==> src/rtl/pis_pkg.sv <==
// Shared definitions for the packed instruction slot sequencer.
// Assumes one word is accepted at most once per cycle.
package pis_pkg;
    // Action taken by the sequencer at the coming clock edge.
    typedef enum logic [1:0] {
        ACT_STEP = 2'd0,  // advance to the next slot of the held word
        ACT_LOAD = 2'd1,  // take a new word and start at slot 0
        ACT_DROP = 2'd2   // nothing to issue next: release the held word
    } seq_act_e;
endpackage

==> src/rtl/pis_ctrl.sv <==
// Control decision for the slot sequencer. It raises the fetch request
// when no word is held, when the last slot is on issue, or on a flush.
// It then chooses the action for the next edge.
// Assumes word_valid is meaningful only while fetch_req is high.
module pis_ctrl
    import pis_pkg::*;
(
    input  logic     have_word,
    input  logic     last_slot,
    input  logic     flush,
    input  logic     word_valid,
    output logic     fetch_req,
    output seq_act_e act
);
    // Fetch decision and next-edge action.
    always_comb begin
        fetch_req = !have_word || last_slot || flush;
        if (!fetch_req) begin
            act = ACT_STEP;
        end else if (word_valid) begin
            act = ACT_LOAD;
        end else begin
            act = ACT_DROP;
        end
    end
endmodule

==> src/rtl/pis_slot_ctr.sv <==
// Slot counter. It steps once per issued opcode and returns to zero when
// a word is loaded or dropped. It also flags the last slot of a word.
// Assumes STEP is never requested on the last slot.
module pis_slot_ctr
    import pis_pkg::*;
#(
    parameter int SLOTS = 4,
    localparam int CNT_W = $clog2(SLOTS)
) (
    input  logic             clk,
    input  logic             rst_n,
    input  seq_act_e         act,
    output logic [CNT_W-1:0] slot,
    output logic             last_slot
);
    localparam logic [CNT_W-1:0] LAST = CNT_W'(SLOTS - 1);

    // Slot index register.
    always_ff @(posedge clk) begin
        if (!rst_n) begin
            slot <= '0;
        end else if (act == ACT_STEP) begin
            slot <= slot + 1'b1;
        end else begin
            slot <= '0;
        end
    end

    // Last-slot flag.
    always_comb last_slot = (slot == LAST);
endmodule

==> src/rtl/pis_word_reg.sv <==
// Holds the word now being issued, together with its presence flag.
// Assumes the word changes only on a LOAD action.
module pis_word_reg
    import pis_pkg::*;
#(
    parameter int WORD_W = 18
) (
    input  logic              clk,
    input  logic              rst_n,
    input  seq_act_e          act,
    input  logic [WORD_W-1:0] word_in,
    output logic [WORD_W-1:0] word_q,
    output logic              have_word
);
    // Presence flag: set on load, cleared on drop.
    always_ff @(posedge clk) begin
        if (!rst_n) begin
            have_word <= 1'b0;
        end else if (act == ACT_LOAD) begin
            have_word <= 1'b1;
        end else if (act == ACT_DROP) begin
            have_word <= 1'b0;
        end
    end

    // Word storage, captured on load only.
    always_ff @(posedge clk) begin
        if (!rst_n) begin
            word_q <= '0;
        end else if (act == ACT_LOAD) begin
            word_q <= word_in;
        end
    end
endmodule

==> src/rtl/pis_slot_mux.sv <==
// Splits a packed word into slot opcodes and selects the one for the
// current slot. Full-width slots are taken from the top of the word
// downward. The short trailing slot fills the upper opcode bits and
// leaves the low bits zero.
// Assumes TAIL_W <= OP_W.
module pis_slot_mux #(
    parameter int OP_W   = 5,
    parameter int SLOTS  = 4,
    parameter int TAIL_W = 3,
    localparam int WORD_W = (SLOTS - 1) * OP_W + TAIL_W,
    localparam int CNT_W  = $clog2(SLOTS)
) (
    input  logic [WORD_W-1:0] word,
    input  logic [CNT_W-1:0]  slot,
    output logic [OP_W-1:0]   op
);
    logic [OP_W-1:0] field [SLOTS];

    genvar gi;
    generate
        for (gi = 0; gi < SLOTS - 1; gi++) begin : g_full
            // Full-width slot extraction, most significant slot first.
            assign field[gi] = word[WORD_W-1-gi*OP_W -: OP_W];
        end
        if (TAIL_W == OP_W) begin : g_tail_full
            // Trailing slot is full width.
            assign field[SLOTS-1] = word[TAIL_W-1:0];
        end else begin : g_tail_short
            // Trailing slot expansion: the field lands in the high bits.
            assign field[SLOTS-1] = {word[TAIL_W-1:0], {(OP_W-TAIL_W){1'b0}}};
        end
    endgenerate

    // Slot selection.
    always_comb op = field[slot];
endmodule

==> src/rtl/pack_issue_seq.sv <==
// Packed instruction slot sequencer. It accepts one packed word through a
// request/valid handshake and issues its opcodes one per cycle. A flush
// drops the slots that remain and restarts the fetch.
// Assumes the fetch side may present a word in the same cycle as the request.
module pack_issue_seq
    import pis_pkg::*;
#(
    parameter int OP_W   = 5,
    parameter int SLOTS  = 4,
    parameter int TAIL_W = 3,
    localparam int WORD_W = (SLOTS - 1) * OP_W + TAIL_W,
    localparam int CNT_W  = $clog2(SLOTS)
) (
    input  logic              clk,
    input  logic              rst_n,
    input  logic              word_valid,
    input  logic [WORD_W-1:0] word_data,
    input  logic              flush,
    output logic              fetch_req,
    output logic              issue_valid,
    output logic [OP_W-1:0]   issue_op,
    output logic [CNT_W-1:0]  issue_slot
);
    seq_act_e          act;
    logic              have_word;
    logic              last_slot;
    logic [CNT_W-1:0]  slot;
    logic [WORD_W-1:0] word_q;

    pis_ctrl u_ctrl (
        .have_word (have_word),
        .last_slot (last_slot),
        .flush     (flush),
        .word_valid(word_valid),
        .fetch_req (fetch_req),
        .act       (act)
    );

    pis_slot_ctr #(.SLOTS(SLOTS)) u_ctr (
        .clk      (clk),
        .rst_n    (rst_n),
        .act      (act),
        .slot     (slot),
        .last_slot(last_slot)
    );

    pis_word_reg #(.WORD_W(WORD_W)) u_word (
        .clk      (clk),
        .rst_n    (rst_n),
        .act      (act),
        .word_in  (word_data),
        .word_q   (word_q),
        .have_word(have_word)
    );

    pis_slot_mux #(.OP_W(OP_W), .SLOTS(SLOTS), .TAIL_W(TAIL_W)) u_mux (
        .word(word_q),
        .slot(slot),
        .op  (issue_op)
    );

    // Issue-side outputs.
    always_comb begin
        issue_valid = have_word;
        issue_slot  = slot;
    end
endmodule

==> config.mk <==
export PLATFORM = sky130hd
export DESIGN_NAME = pack_issue_seq
export DESIGN_NICKNAME = d
export VERILOG_FILES = /design/src/rtl/pis_pkg.sv /design/src/rtl/pis_ctrl.sv /design/src/rtl/pis_slot_ctr.sv /design/src/rtl/pis_word_reg.sv /design/src/rtl/pis_slot_mux.sv /design/src/rtl/pack_issue_seq.sv
export SDC_FILE = /design/constraint.sdc
export NUM_CORES = 1
export LEC_CHECK = 0
export CAP_MARGIN = 20
export CORE_ASPECT_RATIO = 0.9
export CORE_MARGIN = 4
export CORE_UTILIZATION = 41
export CTS_CLUSTER_SIZE = 30
export DETAILED_ROUTE_END_ITERATION = 8
export PLACE_DENSITY = 0.7
export SLEW_MARGIN = 20
export SYNTH_ARGS = -nofsm -noshare
export SYNTH_HDL_FRONTEND = slang
export SYNTH_SLANG_ARGS = --single-unit
==> constraint.sdc <==
create_clock -name clk -period 2.3 [get_ports clk]
set_clock_uncertainty 0.15 [all_clocks]
set_input_delay 0.46 -clock clk [delete_from_list [all_inputs] [get_ports clk]]
set_output_delay 0.46 -clock clk [all_outputs]
set_load 0.005 [all_outputs]
# [Yosys cells after proc, flatten, opt, wreduce, memory -nomap -nowiden]
# Index checks and enable logic that the tools add are counted.
# Widths: inputs -> output; s select.
[totals] inputBits=22 regBits=21 output_inout_bits=9
[op_classes] mux=7 n_lt_le_gt_ge=1 n_addsub=1 reduce_logical=6 eq_ne=3 bitwise=1
[ops] cell="$bmux 5 s2" n=1
[ops] cell="$mux 5" n=2
[ops] cell="$eq 2x2->1 const B" n=2
[ops] cell="$mux 2" n=2
[ops] cell="$ge 3x3->1 const B" n=1
[ops] cell="$not 2->3" n=1
[ops] cell="$add 2x1->2 const B" n=1
[ops] cell="$eq 2x1->1 const B" n=1
[ops] cell="$logic_not 2->1" n=1
[ops] cell="$logic_or 1x1->1" n=2
[ops] cell="$mux 1" n=2
[ops] cell="$reduce_and 2->1" n=1
[ops] cell="$reduce_bool 2->1" n=1
[ops] cell="$logic_not 1->1" n=1

# [Logic depth before layout (Yosys ltp)]
[logic_depth] word_depth=7 ltp_mapped=8

# [By module]
# From an unflattened synthesis, not the netlist that was laid out.
[hier_totals] hier_cells=83 hier_area_um2=985.9
[by_module_without_submodules] mod="pis_word_reg" seq_area_each_um2=380.4 area_per_inst_um2=753.2 instances=1 cells_each=63
[by_module_without_submodules] mod="pis_slot_mux" seq_area_each_um2=0.0 area_per_inst_um2=126.4 instances=1 cells_each=11
[by_module_without_submodules] mod="pis_slot_ctr" seq_area_each_um2=40.0 area_per_inst_um2=80.1 instances=1 cells_each=5
[by_module_without_submodules] mod="pis_ctrl" seq_area_each_um2=0.0 area_per_inst_um2=26.3 instances=1 cells_each=4

# [Worst setup path after synthesis]
# OpenSTA, ideal clock, no wires.
[synth_timing] path_type="register -> register" startpoint="register u_ctr.slot[1]" endpoint="register u_word.have_word" setup_ns=0.074 stages_incl_launch_ff=9 path_slack_ns=0.276 arrival_time_ns=1.799 t_required_ns=2.076 path_cell_list="dfxtp_1 ha_1 or3b_1 and2_4 buf_12 inv_1 ha_1 nand3b_1 o21ai_0"
[synth_via] elab_chain_cells=6 word_cells_on_any_way=8
[synth_lines] item="from (decl)" line_no="pis_slot_ctr.sv:13" rtl="output logic [CNT_W-1:0] slot,"
[synth_lines] item="from (signal assigned)" line_no="pis_slot_ctr.sv:23" rtl="slot <= slot + 1'b1;"
[synth_lines] item="$eq 2x2->1 *" line_no="pis_slot_ctr.sv:30" rtl="always_comb last_slot = (slot == LAST);"
[synth_lines] item="$logic_or 1x1->1 * (2 in a row)" line_no="pis_ctrl.sv:17" rtl="fetch_req = !have_word || last_slot || flush;"
[synth_lines] item="net fetch_req" line_no="pack_issue_seq.sv:19" rtl="output logic fetch_req,"
[synth_lines] item="$mux 2 *" line_no="pis_ctrl.sv:18" rtl="if (!fetch_req) begin"
[synth_lines] item="$eq 2x1->1 / $eq 2x2->1 (equally long branches)" line_no="pis_word_reg.sv:19, pis_word_reg.sv:21"
[synth_lines] item="$mux 1 / $reduce_bool 2->1 (equally long branches)"
[synth_lines] item="to (signal assigned)" line_no="pis_word_reg.sv:18" rtl="have_word <= 1'b0;"
[synth_lines] item="to (signal assigned)" line_no="pis_word_reg.sv:20" rtl="have_word <= 1'b1;"
[synth_lines] item="to (signal assigned)" line_no="pis_word_reg.sv:22" rtl="have_word <= 1'b0;"
[synth_lines] item="to (decl)" line_no="pis_word_reg.sv:13" rtl="output logic have_word"
# The timed path passes the listed nets; every way through them passes the cells marked *.
# A chain may end at the register's enable or synchronous reset.

# [Worst setup path after layout]
[layout_timing] startpoint="register u_ctr.slot[0]" endpoint="output port issue_op[1]"
[layout_via] elab_chain_cells=4
[layout_lines] item="$not 2->3 (not written as such)" line_no="pis_slot_mux.sv:35" rtl="always_comb op = field[slot];"
[layout_lines] item="$bmux 5 s2" line_no="pis_slot_mux.sv:35"
[layout_lines] item="$mux 5 (not written as such) (2 in a row)" line_no="pis_slot_mux.sv:35"
[layout_lines] item="to (decl)" line_no="pack_issue_seq.sv:21" rtl="output logic [OP_W-1:0] issue_op,"
# Every way passes these cells. The select of a mux whose other input is x is not followed.

==> metrics.txt <==
worst-path cell chain buf_4 -> nor2b_1 -> nand2_1 -> o21ai_1 -> clkdlybuf4s50_1; crit-path max FO 3; Max Buffers Root-to-Sink 2; worst stage delay on the critical path 0.52 ns; period utilization 0.959; root buffer cell clkbuf_4; post-synthesis simple-gate area fraction 0.201; die span in y 54.6 um; GPL Wtd Cong 0.747; drt first pass iters 2; core box area 2240 sq um; min Tclk post-route 2.21 ns; HP Class reg -> reg; WP data arrival 1.60 ns; XOR/XNOR Fraction of Synth Area 0; Tightest Pin Transition 0.365 ns; count of buffer and inverter cells on the critical path 2; CTS sink count 21; Nets 163; row cnt 16; Slew headroom 0.757; IO Pins 31; Pleak 0.628 nW; Wirelength per Cell 11.9 um; VDD IR max 295 uV; RSZ-0062 raised after global routing false; layout cells sized above 1 0.116; GRT Total Usage 0.130; Setup crit start kind flop; sequential element share of the synthesized area 0.425; H-tree levels 1; Worst path slowest cell clkdlybuf4s50_1; pin count of the biggest net entering global routing 41; register bit count reported by yosys 21; CTS tree built; DIE WIDTH 59.8 um; WP data required 1.69 ns; PD cells 534 nW/um^2; Netlist cell types 16; Avg Inst Size Synth 9.52 sq um; buffers added on ports 30; post-layout util 0.605; Syn Std Cell Area 990 sq um; Skew-Pair Late Insertion Delay 0.30 ns; post-synthesis adder-cell area fraction 0.0253; post-synthesis mux area share 0.271; vias in the first global route 687; CTS buffer count 3; area added between synthesis and finish 37.0%; DRT Wirelength 1.96 mm; number of remaining DRC errors 0; commonest non-fill, non-tap cells in the layout nand2_1, clkdlybuf4s50_1, mux2i_1; Iter 0 DRT Violations 32; Routed Antenna Nets 0; Hold Buf Count CTS 0; final hold viol count 0; vias 801; critical path class reg -> out; GRT overflow 0; Syn Inst Count 104; Starting Density 0.441; max-slew violations 0; wire length of the first global-routing pass 3.11 mm; antenna violations before repair 0; total power 725 uW; outcome completed; main combinational cell family by area after synthesis multiplexers; clock slew at reported path FFs 0.12 ns; net count after synthesis 128; Achievable Freq 453 MHz; final worst slack 0.0932 ns; Yosys warnings 0; post-place setup slack -0.000918 ns; CP endpoint kind primary output; Ant. Diodes 0; crit-path leading delay family buffers and inverters; Vias/cell 4.85; Max Cap Viol 0; most common cell after layout, fill and taps aside nand2_1; Detailed Place HPWL 1.37 mm; final setup violation count 0; die area 3270 sq um; Synth Area in Compound Gates 0.0152
[Yosys cell counts]
cell type / count / area, sq um
mux2i_1: 20 / 200
dfxtp_1: 21 / 420
nand3b_1: 1 / 7.51
or3b_1: 1 / 8.76
clkbuf_1: 5 / 18.8
mux4_2: 3 / 67.6
nor2_1: 1 / 3.75
and3_1: 1 / 6.26
or2b_1: 1 / 7.51
buf_12: 2 / 40.0
and2_4: 1 / 8.76
nor2b_1: 1 / 6.26
nand2_1: 40 / 150
inv_1: 1 / 3.75
o21ai_0: 3 / 15.0
ha_1: 2 / 25.0
[worst paths after layout]
check	endpoint	start	slack [ns]	cells after the start
max	issue_op[1]	u_ctr.slot[0]	0.09	5
min	u_word.word_q[11]	u_word.word_q[11]	0.31	2
max reg2reg	u_word.have_word	u_ctr.slot[1]	0.31	8
min reg2reg	u_word.word_q[11]	u_word.word_q[11]	0.31	2
[per-layer routing]
layer / GRT usage / vias to the layer above / wire, um
met2: 0.189 / 19 / 851
li1: - / 413 / -
met1: 0.178 / 367 / 935
met3: 0.0330 / 2 / 160
met5: 0 / - / 0
met4: 0.0664 / 0 / 10
[area by class of cell]
| type | count | area, sq um |
|---|---|---|
| multi-input combinational | 75 | 507 |
| clock buffer | 4 | 26.3 |
| inverter | 1 | 3.75 |
| tap | 27 | 33.8 |
| timing repair buffer | 37 | 358 |
| fill | 212 | 886 |
| sequential | 21 | 428 |
[worst register-to-register path, delay by kind of cell (launching register included)]
kind                       cells  cell delay, ns
and+or+nand+nor                3            0.69
adders and majority gates      2            0.40
AOI/OAI and AO/OA              1            0.09
DFF                            1            0.39
buffers and inverters          2            0.21
[kinds of logic after synthesis]
family,count (synthesis)
compound gates,3
mux,23
buf+inv,8
simple gates,47
flops,21
fa+ha+maj,2
[metrics by stage]
stage	hold slack, ns	setup TNS, ns	instances	cell area, sq um
4_1_cts	0.316	0	164	1340
5_1_grt	0.334	0	165	1360
6_report	0.313	0	165	1360
2_1_floorplan	0.282	0	104	990
3_5_place_dp	0.293	-0.00106	157	1290
3_3_place_gp	0.291	0	157	1290
[what timing repair did]
item / 4_1_cts / 5_1_grt
setup buffers: 3 / 1
setup endpoints to repair: 6 / 4
resized for setup: 7 / 4
[report_power, final]
| group | internal [mW] | total (mW) | leakage, nW | switching [mW] |
|---|---|---|---|---|
| registers | 0.388 | 0.401 | 0.175 | 0.0133 |
| clock network | 0.0676 | 0.176 | 0.0150 | 0.108 |
| logic | 0.0916 | 0.148 | 0.439 | 0.0561 |
| total | 0.547 | 0.725 | 0.628 | 0.178 |
[registers in the layout, indices dropped and copies added (netlist names)]
| signal | count |
|---|---|
| u_ctr.slot | 2 |
| u_word.have_word | 1 |
| u_word.word_q | 18 |
Power figures use the tool's default switching activity.
